### config.mk
export PLATFORM = sky130hd
export DESIGN_NAME = tamper_guard
export DESIGN_NICKNAME = d
export VERILOG_FILES = /design/src/rtl/tamper_guard_pkg.sv /design/src/rtl/tamper_guard_filter.sv /design/src/rtl/tamper_guard_detect.sv /design/src/rtl/tamper_guard_wipe.sv /design/src/rtl/tamper_guard.sv
export SDC_FILE = /design/constraint.sdc
export NUM_CORES = 1
export LEC_CHECK = 0
export CAP_MARGIN = 20
export CORE_UTILIZATION = 50
export DETAILED_ROUTE_END_ITERATION = 10
export DONT_BUFFER_PORTS = 1
export GPL_TIMING_DRIVEN = 0
export RECOVER_POWER = 100
export SLEW_MARGIN = 20
export SYNTH_ARGS = -nofsm -noshare
export SYNTH_HDL_FRONTEND = slang
export SYNTH_SLANG_ARGS = --single-unit
### constraint.sdc
create_clock -name clk_i -period 1.8 [get_ports clk_i]
set_input_delay 0.36 -clock clk_i [delete_from_list [all_inputs] [get_ports clk_i]]
set_output_delay 0.36 -clock clk_i [all_outputs]
set_load 0.005 [all_outputs]
### src/rtl/tamper_guard_pkg.sv
package tamper_guard_pkg;
  typedef enum logic {
    SEL_CTRL = 1'b0,
    SEL_STAT = 1'b1
  } reg_sel_e;
endpackage

### src/rtl/tamper_guard_filter.sv
module tamper_guard_filter #(
  parameter int SYNC_STAGES  = 2,
  parameter int DEBOUNCE_LEN = 3
) (
  input  logic clk_i,
  input  logic rst_ni,
  input  logic pin_i,
  output logic level_o
);
  timeunit 1ns; timeprecision 1ps;

  logic [SYNC_STAGES-1:0]  sync_q;
  logic [DEBOUNCE_LEN-1:0] hist_q;
  logic                    level_q;
  logic                    agree;

  assign agree = (&hist_q) || (~|hist_q);

  always_ff @(posedge clk_i or negedge rst_ni) begin
    if (!rst_ni) begin
      sync_q  <= '0;
      hist_q  <= '0;
      level_q <= 1'b0;
    end else begin
      sync_q <= {sync_q[SYNC_STAGES-2:0], pin_i};
      hist_q <= {hist_q[DEBOUNCE_LEN-2:0], sync_q[SYNC_STAGES-1]};
      if (agree) level_q <= hist_q[0];
    end
  end

  assign level_o = level_q;

  // filtered level only moves after a full run of equal samples
  assert_filter_agree_R1: assert property (@(posedge clk_i) disable iff (!rst_ni)
    !$stable(level_q) |-> $past(agree));
endmodule

### src/rtl/tamper_guard_detect.sv
module tamper_guard_detect #(
  parameter int NUM_PINS = 6,
  localparam int PAIRS = NUM_PINS / 2
) (
  input  logic                clk_i,
  input  logic                rst_ni,
  input  logic [NUM_PINS-1:0] level_i,
  input  logic [NUM_PINS-1:0] en_i,
  input  logic [NUM_PINS-1:0] lvl_i,
  input  logic                loop_i,
  output logic [NUM_PINS-1:0] event_o,
  output logic [PAIRS-1:0]    drive_o
);
  timeunit 1ns; timeprecision 1ps;

  logic [NUM_PINS-1:0] prev_q;
  logic [PAIRS-1:0]    miss, miss_q;
  logic [NUM_PINS-1:0] single_hit, loop_vec;

  for (genvar k = 0; k < PAIRS; k++) begin : g_loop
    assign drive_o[k] = loop_i & lvl_i[k];
    assign miss[k]    = level_i[2*k+1] ^ lvl_i[k];
  end

  always_ff @(posedge clk_i or negedge rst_ni) begin
    if (!rst_ni) begin
      prev_q <= '0;
      miss_q <= '0;
    end else begin
      prev_q <= level_i;
      miss_q <= miss;
    end
  end

  // entry into the active level only
  assign single_hit = (level_i ^ prev_q) & ~(level_i ^ lvl_i);

  always_comb begin
    loop_vec = '0;
    loop_vec[PAIRS-1:0] = miss & ~miss_q;
  end

  assign event_o = en_i & (loop_i ? loop_vec : single_hit);
endmodule

### src/rtl/tamper_guard_wipe.sv
module tamper_guard_wipe #(
  parameter int WIPE_WORDS = 20,
  parameter int DATA_W     = 32,
  localparam int AW = $clog2(WIPE_WORDS)
) (
  input  logic              clk_i,
  input  logic              rst_ni,
  input  logic              start_i,
  output logic              busy_o,
  output logic              we_o,
  output logic [AW-1:0]     addr_o,
  output logic [DATA_W-1:0] data_o
);
  timeunit 1ns; timeprecision 1ps;

  localparam logic [AW-1:0] LAST = AW'(WIPE_WORDS - 1);

  logic          busy_q;
  logic [AW-1:0] cnt_q;

  always_ff @(posedge clk_i or negedge rst_ni) begin
    if (!rst_ni) begin
      busy_q <= 1'b0;
      cnt_q  <= '0;
    end else if (start_i) begin
      busy_q <= 1'b1;
      cnt_q  <= '0;
    end else if (busy_q) begin
      if (cnt_q == LAST) busy_q <= 1'b0;
      else               cnt_q  <= cnt_q + 1'b1;
    end
  end

  assign busy_o = busy_q;
  assign we_o   = busy_q;
  assign addr_o = cnt_q;
  assign data_o = '0;

  assert_wipe_start_R8: assert property (@(posedge clk_i) disable iff (!rst_ni)
    start_i |=> (busy_q && cnt_q == '0));
  assert_wipe_step_R7: assert property (@(posedge clk_i) disable iff (!rst_ni)
    (busy_q && !start_i && cnt_q != LAST) |=> (busy_q && cnt_q == $past(cnt_q) + 1'b1));
  assert_wipe_end_R7: assert property (@(posedge clk_i) disable iff (!rst_ni)
    $fell(busy_q) |-> ($past(cnt_q) == LAST));
endmodule

### src/rtl/tamper_guard.sv
module tamper_guard
  import tamper_guard_pkg::*;
#(
  parameter int NUM_PINS     = 6,
  parameter int SYNC_STAGES  = 2,
  parameter int DEBOUNCE_LEN = 3,
  parameter int WIPE_WORDS   = 20,
  parameter int DATA_W       = 32,
  localparam int PAIRS   = NUM_PINS / 2,
  localparam int REG_W   = 2 * NUM_PINS + 1,
  localparam int WIPE_AW = $clog2(WIPE_WORDS)
) (
  input  logic                clk_i,
  input  logic                rst_ni,
  input  logic [NUM_PINS-1:0] tamper_i,
  output logic [PAIRS-1:0]    loop_drv_o,
  input  logic                reg_we_i,
  input  logic                reg_addr_i,
  input  logic [REG_W-1:0]    reg_wdata_i,
  output logic [REG_W-1:0]    reg_rdata_o,
  output logic                irq_o,
  output logic                wipe_we_o,
  output logic [WIPE_AW-1:0]  wipe_addr_o,
  output logic [DATA_W-1:0]   wipe_data_o
);
  timeunit 1ns; timeprecision 1ps;

  // control layout: enables [N-1:0], levels [2N-1:N], mode [2N]
  localparam int LVL_LSB  = NUM_PINS;
  localparam int LOOP_BIT = 2 * NUM_PINS;

  logic [NUM_PINS-1:0] level, events;
  logic [NUM_PINS-1:0] en_q, lvl_q, flags_q, clr_mask, keep;
  logic                loop_q, busy;
  logic                ctrl_wr, stat_wr;

  for (genvar i = 0; i < NUM_PINS; i++) begin : g_pin
    tamper_guard_filter #(
      .SYNC_STAGES (SYNC_STAGES),
      .DEBOUNCE_LEN(DEBOUNCE_LEN)
    ) u_filter (
      .clk_i  (clk_i),
      .rst_ni (rst_ni),
      .pin_i  (tamper_i[i]),
      .level_o(level[i])
    );
  end

  tamper_guard_detect #(.NUM_PINS(NUM_PINS)) u_detect (
    .clk_i  (clk_i),
    .rst_ni (rst_ni),
    .level_i(level),
    .en_i   (en_q),
    .lvl_i  (lvl_q),
    .loop_i (loop_q),
    .event_o(events),
    .drive_o(loop_drv_o)
  );

  tamper_guard_wipe #(.WIPE_WORDS(WIPE_WORDS), .DATA_W(DATA_W)) u_wipe (
    .clk_i  (clk_i),
    .rst_ni (rst_ni),
    .start_i(|events),
    .busy_o (busy),
    .we_o   (wipe_we_o),
    .addr_o (wipe_addr_o),
    .data_o (wipe_data_o)
  );

  assign ctrl_wr  = reg_we_i && (reg_addr_i == SEL_CTRL);
  assign stat_wr  = reg_we_i && (reg_addr_i == SEL_STAT);
  assign clr_mask = stat_wr ? reg_wdata_i[NUM_PINS-1:0] : '0;
  assign keep     = flags_q & ~clr_mask;

  always_ff @(posedge clk_i or negedge rst_ni) begin
    if (!rst_ni) begin
      en_q    <= '0;
      lvl_q   <= '0;
      loop_q  <= 1'b0;
      flags_q <= '0;
    end else begin
      if (ctrl_wr) begin
        en_q   <= reg_wdata_i[NUM_PINS-1:0];
        lvl_q  <= reg_wdata_i[LVL_LSB +: NUM_PINS];
        loop_q <= reg_wdata_i[LOOP_BIT];
      end
      // a same-cycle detection wins over the clear
      flags_q <= keep | events;
    end
  end

  always_comb begin
    reg_rdata_o = '0;
    if (reg_addr_i == SEL_CTRL) begin
      reg_rdata_o[NUM_PINS-1:0]         = en_q;
      reg_rdata_o[LVL_LSB +: NUM_PINS]  = lvl_q;
      reg_rdata_o[LOOP_BIT]             = loop_q;
    end else begin
      reg_rdata_o[NUM_PINS-1:0] = flags_q;
      reg_rdata_o[NUM_PINS]     = busy;
    end
  end

  assign irq_o = |(flags_q & en_q);

  assert_flag_sticky_R5: assert property (@(posedge clk_i) disable iff (!rst_ni)
    1'b1 |=> ((flags_q & $past(keep)) == $past(keep)));
  assert_flag_gate_R4: assert property (@(posedge clk_i) disable iff (!rst_ni)
    1'b1 |=> (((flags_q & ~$past(flags_q)) & ~$past(en_q)) == '0));
endmodule

* After elaboration in Yosys (flattened, before gate mapping)
Cells that the tools add are included.
** Word-level totals
- Register bits after elaboration :: 70
- Logic and storage cells :: 87
- Input bits :: 23
** Operators by class
- Equality and inequality tests :: 2
- Bitwise logic cells :: 18
- Muxes and demuxes :: 10
- Add/sub/neg operators :: 1
- Reduce and logical (&&, ||, !) cells :: 30
** Operators by type and width (count)
- 6-bit bitwise AND :: 4
- 6-bit 2-to-1 mux :: 3
- 3-bit AND reduction :: 6
- 3-bit OR reduction :: 6
- 5-bit 2-to-1 mux :: 3
- 6-bit NOT :: 2
- 6-bit OR reduction :: 2
- 6-bit bitwise XOR :: 2
- 7-bit 2-to-1 mux :: 1
- 1-bit zero test :: 6
- 1-bit logical OR :: 6
- 6-bit OR :: 1
- 5-bit by 1-bit adder with 5-bit output (second input constant) :: 1
- 5-bit equality test (second input constant) :: 1
- 1-bit bitwise AND :: 3
- 3-bit bitwise AND :: 1
- 1-bit 2-to-1 mux :: 3
- 3-bit NOT :: 1
- 1-bit bitwise XOR :: 3
- 1-bit logical AND :: 2
- 2-bit by 1-bit != test with 1-bit output (second input constant) :: 1
- 2-bit AND reduction :: 1
- 2-bit nonzero test :: 1
- 1-bit NOT :: 1

* Longest topological paths before layout
Gate-level depths: netlist of run 1.
- Depth in word-level cells :: 8
- Mapped depth :: 5
- Mapped depth without buffers :: 5

* Hierarchy
From an unflattened synthesis of run 1, not the netlist that was laid out.
** Second synthesis, totals
- Cells, all modules :: 234
- Area, all modules :: 2970.3 sq um
** By module, submodules not included
- tamper_guard_filter :: times used 6, cells each 10, area each 168.9 sq um
- tamper_guard :: times used 1, cells each 68, area each 934.6 sq um
- tamper_guard_wipe :: times used 1, cells each 62, area each 565.5 sq um
- tamper_guard_detect :: times used 1, cells each 44, area each 456.7 sq um

* Worst setup path after synthesis of run 1
Ideal clock, no wire load.
- Path kind :: flip-flop to flip-flop
- From :: reg u_wipe.cnt_q[0] (netlist: u_wipe.addr_o[0])
- To :: reg u_wipe.busy_q (netlist: u_wipe.busy_o)
- Library setup time :: 0.132 ns
- Cell stages (with the launch flop) :: 5
- Arrival :: 1.450 ns
- Period minus slack after synthesis :: 1.581 ns
- Setup slack :: 0.219 ns
- Buffers on the path :: 0
- Cell sequence :: dfrtp_1 -> ha_1 -> or4bb_1 -> nand2_1 -> or3b_1
** Between the ends
- Cells in the longest elaborated chain, start to end :: 4
** RTL lines
- from (decl) :: RTL line tamper_guard_wipe.sv:19 : logic [AW-1:0] cnt_q;
- from (signal assigned) :: RTL line tamper_guard_wipe.sv:30 : else cnt_q <= cnt_q + 1'b1;
- 5-bit equality test :: RTL line tamper_guard_wipe.sv:29 : if (cnt_q == LAST) busy_q <= 1'b0;
- 1-bit 2-to-1 mux :: RTL line tamper_guard_wipe.sv:29
- 1-bit 2-to-1 mux :: RTL line tamper_guard_wipe.sv:28 : end else if (busy_q) begin
- 1-bit 2-to-1 mux :: RTL line tamper_guard_wipe.sv:25 : end else if (start_i) begin
- to (signal assigned) :: RTL line tamper_guard_wipe.sv:23 : busy_q <= 1'b0;
- to (signal assigned) :: RTL line tamper_guard_wipe.sv:26 : busy_q <= 1'b1;
- to (signal assigned) :: RTL line tamper_guard_wipe.sv:29
- to (decl) :: RTL line tamper_guard_wipe.sv:18 : logic busy_q;
Every way passes these cells.
A chain may end at the register's enable or synchronous reset.

* Worst setup path after layout of run 1
- From :: reg lvl_q[0]
- To :: reg u_wipe.busy_q (netlist: u_wipe.busy_o)
** Between the ends
- Cells in the longest elaborated chain, start to end :: 7
- Elaborated cells between the ends (all ways) :: 9
** RTL lines
- from (decl) :: RTL line tamper_guard.sv:33 : logic [NUM_PINS-1:0] en_q, lvl_q, flags_q, clr_mask, keep;
- from (signal assigned) :: RTL line tamper_guard.sv:84 : lvl_q <= reg_wdata_i[LVL_LSB +: NUM_PINS];
- 6-bit bitwise XOR :: RTL line tamper_guard_detect.sv:36 : assign single_hit = (level_i ^ prev_q) & ~(level_i ^ lvl_i);
- 6-bit NOT :: RTL line tamper_guard_detect.sv:36
- 6-bit bitwise AND :: RTL line tamper_guard_detect.sv:36
- 6-bit 2-to-1 mux * :: RTL line tamper_guard_detect.sv:43 : assign event_o = en_i & (loop_i ? loop_vec : single_hit);
- 6-bit bitwise AND * :: RTL line tamper_guard_detect.sv:43
- 6-bit OR reduction * :: RTL line tamper_guard.sv:63 : .start_i(|events),
- 1-bit 2-to-1 mux * :: RTL line tamper_guard_wipe.sv:25
Every way passes the cells marked *; elsewhere a longest branch is shown, timed or not.

==> reports/metrics.cfg, run 1 <==
[clocking]
root_buffer=clkbuf_8
cts_sinks=70
clk_path_buf_depth=2
clk_latency_ns=0.33
cts_tree=done
postCtsSetupRepairBufs=0
htreeDepth=3
cts_buffers=9
clk_pin_slew_worst_paths_ns=0.07

[placed_design]
dpl_worst_slack_ns=0.0451
place_hpwl_mm=3.29
port_buffers=0
gp_congestion=0.777

[critical_path]
crit_buf_inv=0
end_kind=flop
slowest_stage=dfrtp_1
cp_max_fo=6
critical_path_arrival_ns=1.92
cp_slowest_stage_delay_ns=0.45
worstSetupPathType=reg2reg
worstPathCellList=nand2b_1, o22ai_1, a32oi_2, nand4_2, or3b_1
cp_top_family=simple AND/OR/NAND/NOR gates
cp_data_required_time_ns=2.01
startpoint_type=flop
r2r_slack_ns=0.09

[global_route]
grt-ovfl-total=0
track_usage_pct=18.1
antenna_found_initial=0
grt_pass1_vias=1656
grt_start_max_net_pins=71
grt_pass1_wl_mm=8.07

[die]
initial_core_util_pct=51.9
ios=78
die_w_um=77.6
rows=27
core_area_um2=5510
die_area_um2=6020
die_h_um=77.6

[sta]
slew_violations=0
fmax_mhz=586
clock_skew_ns=0.00818
relSlewSlack_pct=57.9
hold_slack_ns=-0.279
worst_slew_pin_slew_ns=0.632
setup_violations=0
finalWorstSetupSlack_ns=0.0949
hold_violations=70
fin_crit_sh_pct=94.7
rsz0062_at_grt=false
fin_crit_ns=1.71
setup_tns_ns=0

[synth]
synthTopCellsByArea=dfrtp_1, buf_4, mux2_2
ys_seq_area_share_pct=61.3
synthTopCellsByCount=dfrtp_1, buf_4, nand2_1
synth_top_area_share_pct=61.3
ys_seq_elements=70
yosysTopAreaCell=dfrtp_1
synth-async-reset-ratio_pct=100
synth_edf_count=0
synthDistinctLibCells=30
ys_warn_count=0
synthCells=240
yosysMostFrequentCell=dfrtp_1
synth_ff_type=dfrtp_1
avgSynthCellArea_um2=11.9
syn_area_um2=2860

[run_status]
failed_checks=design-rule violations, negative hold slack
status=complete, but fails checks

[detailed_routing]
route.met2.wl_mm=2.16
wl_met1_mm=2.18
via_per_inst=4.68
drt_iter0_drc=92
antenna_left=0
wl_per_cell_um=13.5
maxUsedRoutingLayer=met4
vias=1671
routed_wirelength_mm=4.81
firstDrtPassIters=7
drc=2
wl_met3_um=377

[power_and_ir_drop]
p_leak_nw=1.54
p_per_area_nw_per_um2=1120
finalPower_mw=3.63
vdd_drop_max_v=0.000576

[finish]
final_layout_size_suffix_gt1_share_pct=22.5
num-nets-final=306
diodes=0
syn2layout_area_growth_pct=13.3

[worst_hold_path]
hp-class=in2async

[job]
maxCapViolCount=0

[where the power goes]
group	internal, mW	leakage (nW)	switching (mW)	total [mW]
clock	0.597	0.0914	0.524	1.12
combinational	0.265	0.640	0.255	0.520
sequential	1.79	0.811	0.200	1.99
[flip-flops by register name, summed over array words and instances (netlist names)]
| name | flops |
|---|---|
| g_pin.u_filter.hist_q | 18 |
| g_pin.u_filter.sync_q | 12 |
| en_q | 6 |
| flags_q | 6 |
| g_pin.u_filter.level_o | 6 |
| lvl_q | 6 |
| u_detect.prev_q | 6 |
| u_wipe.addr_o | 5 |
| u_detect.miss_q | 3 |
| loop_q | 1 |
| u_wipe.busy_o | 1 |
[through the flow]
step / util, % / instance area (um2) / cells
after floorplan: - / 2970 / 271
after global placement: 55.6 / 3060 / 343
after detailed placement: 55.6 / 3060 / 343
after CTS: 58.8 / 3240 / 357
after global routing: 58.8 / 3240 / 357
final: 58.8 / 3240 / 357
[worst paths after layout]
path | to | startpoint | depth (start not counted)
worst max-delay path | u_wipe.busy_o | lvl_q[0] | 5
worst min-delay path | en_q[0] | rst_ni | 0
worst max register to register | u_wipe.busy_o | lvl_q[0] | 5
worst min register to register | g_pin[1].u_filter.hist_q[0] | g_pin[1].u_filter.sync_q[1] | 0
max in group asynchronous | g_pin[2].u_filter.level_o | rst_ni | 0
min in group clk_i | g_pin[2].u_filter.sync_q[0] | tamper_i[2] | 0
[layer usage]
metal / vias to the layer above / global-route usage [%]
li1: 825 / -
met2: 52 / 26.4
met3: 9 / 7.06
met1: 785 / 22.9
met4: 0 / 10.2
met5: - / 0
[worst register-to-register path, cell delays in order (launching register included)]
cell,delay (ns)
dfrtp_1,0.45
nand2b_1,0.14
o22ai_1,0.09
a32oi_2,0.26
nand4_2,0.23
or3b_1,0.41
[placed cells by master, fill, tap and decap left out, types with 2 or more instances in the layout]
master / n
conb_1: 32
nand2_1: 29
and2_0: 2
xor2_1: 5
nor2b_1: 6
xnor2_1: 2
nand2b_1: 6
buf_4: 32
mux2_2: 15
o22ai_1: 5
o21ai_0: 14
nand3_1: 5
a21oi_1: 6
a31oi_1: 2
clkbuf_8: 12
mux2_1: 4
dfrtp_1: 70
nor2_1: 2
nand4_1: 2
a22oi_1: 3
inv_1: 8
clkbuf_1: 5
nor3_1: 7
[kinds of logic after synthesis]
family	synth area share (%)
flops	61.3
simple gates	11.6
buf+inv	10.2
compound gates	6.40
mux	7.84
xor+xnor	2.15
fa+ha+maj	0.438
other cells	0.131
[final cells by class]
cell class                 count  area [um2]
sequential                    70        1750
clock buffer                  13         169
fill                         462        2270
inverter                       9        33.8
multi-input combinational    156         931
tap                           72        90.1
clock inverter                 1        5.00
buffer                        36         255
[timing repair]
action / 4_1_cts / 5_1_grt
setup endpoints to repair: 0 / 1
gates resized for setup: 0 / 1
endpoints found under the hold margin: 70 / 70
Note: power is estimated with default switching activity, not from simulation.
==> inputs of run 2 (changes only) <==
- SKIP_LAST_GASP: unset -> 1
==> results of run 2 <==
The final DEF is identical to that of run 1; final timing and power are the same.
==> inputs of run 3 (changes only) <==
- CORE_ASPECT_RATIO: unset -> 1.25
- CORE_UTILIZATION: 50 -> 48
==> run 3 against run 2 <==
Effect of this change: the run still ends with design-rule violations, negative hold slack left; largest cell class unchanged; critical path type unchanged; wire length shrank 2.7%; highest routed layer is now met5; register-to-register slack is essentially flat; critical endpoint unchanged; clock power is essentially flat; critical path depth shrank 1; worst hold slack lost 0.0097 ns; via count grew 2.0%; non-clock buffer count is the same; setup slack gained 0.0031 ns.
==> reports/metrics.cfg, run 3 (same netlist as run 1, synthesis figures left out) <==
[placed_design]
placedInstanceArea_um2=3060
place_inst=337
place_hpwl_mm=3.23
dpl_worst_slack_ns=0.00450
gp_congestion=0.753
port_buffers=0

[critical_path]
worstPathCellList=ha_2, or4bb_1, nand2_1, or3b_1
cp_slowest_stage_delay_ns=0.43
critical_path_arrival_ns=1.92
startpoint_type=flop
cp_max_fo=4
cp_data_required_time_ns=2.02
slowest_stage=dfrtp_1
end_kind=flop
worstSetupPathType=reg2reg

[sta]
fin_crit_ns=1.70
rsz0062_at_grt=false
clock_skew_ns=0.00528
relSlewSlack_pct=57.7
finalWorstSetupSlack_ns=0.0979
setup_tns_ns=0
hold_slack_ns=-0.289
fin_crit_sh_pct=94.6
setup_violations=0
slew_violations=0
fmax_mhz=588
worst_slew_pin_slew_ns=0.635
hold_violations=70

[power_and_ir_drop]
finalPower_mw=3.65
p_leak_nw=1.54
combinationalPowerShare_pct=14.7
p_sw_share_pct=26.8
p_int_mw=2.67
seqPwrFrac_pct=54.6
vdd_drop_max_v=0.000595
p_per_area_nw_per_um2=1120
clockPowerShare_pct=30.7
switching_power_uw=981

[global_route]
track_usage_pct=16.9
grt_pass1_wl_mm=7.54
antenna_found_initial=1
grt_pass1_vias=1489
grt_start_max_net_pins=71
grt-ovfl-total=0

[clocking]
cts_tree=done
cts_buffers=9
postCtsSetupRepairBufs=0
htreeDepth=3
clk_path_buf_depth=2
root_buffer=clkbuf_8
cts_sinks=70
clk_pin_slew_worst_paths_ns=0.07
clk_latency_ns=0.34

[detailed_routing]
wl_per_cell_um=13.3
vias=1705
drc=4
drt_iter0_drc=79
firstDrtPassIters=11
routed_wirelength_mm=4.68
via_per_inst=4.86
antenna_left=0

[die]
rows=31
die_w_um=71
die_h_um=88.3
initial_core_util_pct=49.4
ios=78
core_area_um2=5780
die_area_um2=6270

[finish]
syn2layout_area_growth_pct=14.2
final_layout_size_suffix_gt1_share_pct=24.6
multi_input_comb_area_um2=962
postLayoutCoreUtil_pct=56.4
design_area_um2=3260
largest-register=g_pin.u_filter.hist_q
final_cell_mix=dfrtp_1, buf_4, conb_1
reg_top3=g_pin.u_filter.hist_q (18), g_pin.u_filter.sync_q (12)
num-nets-final=306
layout.cells.non_filler=351
largest_reg_flops=18
regArea_um2=1750
diodes=0
nFillCells=499
final_common_cell=dfrtp_1

[job]
maxCapViolCount=0

[run_status]
status=complete, but fails checks
failed_checks=design-rule violations, negative hold slack

[worst_hold_path]
hp-class=in2async

[run 3: cell counts in the layout (fill, tap and decap cells not counted)]
Identical to the previous run, type by type.
[run 3: repair_timing]
| action | in CTS | in global routing |
|---|---|---|
| pin swaps | 0 | 0 |
| endpoints found under the setup margin | 1 | 1 |
| hold endpoints to repair | 70 | 70 |
| gates resized for setup | 1 | 6 |
[run 3: area by class of cell]
cell class | instances | area share, %
plain buffers | 36 | 7.83
clock buffers | 13 | 5.18
clock inverters | 1 | 0.153
inverters | 9 | 1.04
multi-input cells | 156 | 29.5
flip-flops and latches | 70 | 53.8
well taps | 66 | 2.53
[run 3: power groups by stage]
stage / registers (mW) / clock network [mW] / logic, mW
floorplan: 1.97 / 0 / 0.449
global placement: 2.01 / 0 / 0.513
detailed placement: 2.02 / 0 / 0.521
CTS: 1.99 / 1.16 / 0.525
global route: 2.04 / 1.22 / 0.614
finish: 1.99 / 1.12 / 0.538
[run 3: routing by layer]
layer,wire length (um),global-route usage [%],vias up,part of all wire (%)
met5,12,0,-,0.26
met4,100,12.5,2,2.1
met3,420,5.69,9,9.0
met2,2230,25.9,61,48
met1,1910,19.9,803,41
li1,-,-,830,-
[run 3: worst paths after layout]
check | start | end | slack [ns] | cells past startpoint
min in group clk_i | tamper_i[4] | g_pin[4].u_filter.sync_q[0] | 0.05 | 0
worst min-delay path | rst_ni | en_q[3] | -0.29 | 0
worst max register to register | u_wipe.addr_o[0] | u_wipe.busy_o | 0.1 | 4
worst max-delay path | u_wipe.addr_o[0] | u_wipe.busy_o | 0.1 | 4
max in group asynchronous | rst_ni | g_pin[5].u_filter.hist_q[0] | 1.98 | 0
worst min register to register | g_pin[5].u_filter.sync_q[1] | g_pin[5].u_filter.hist_q[0] | 0.35 | 0
[run 3: critical path, delay by kind of cell (launching register included)]
family	cells	cell delay, ns
fa+ha+maj	1	0.22
flops	1	0.43
simple gates	3	0.93
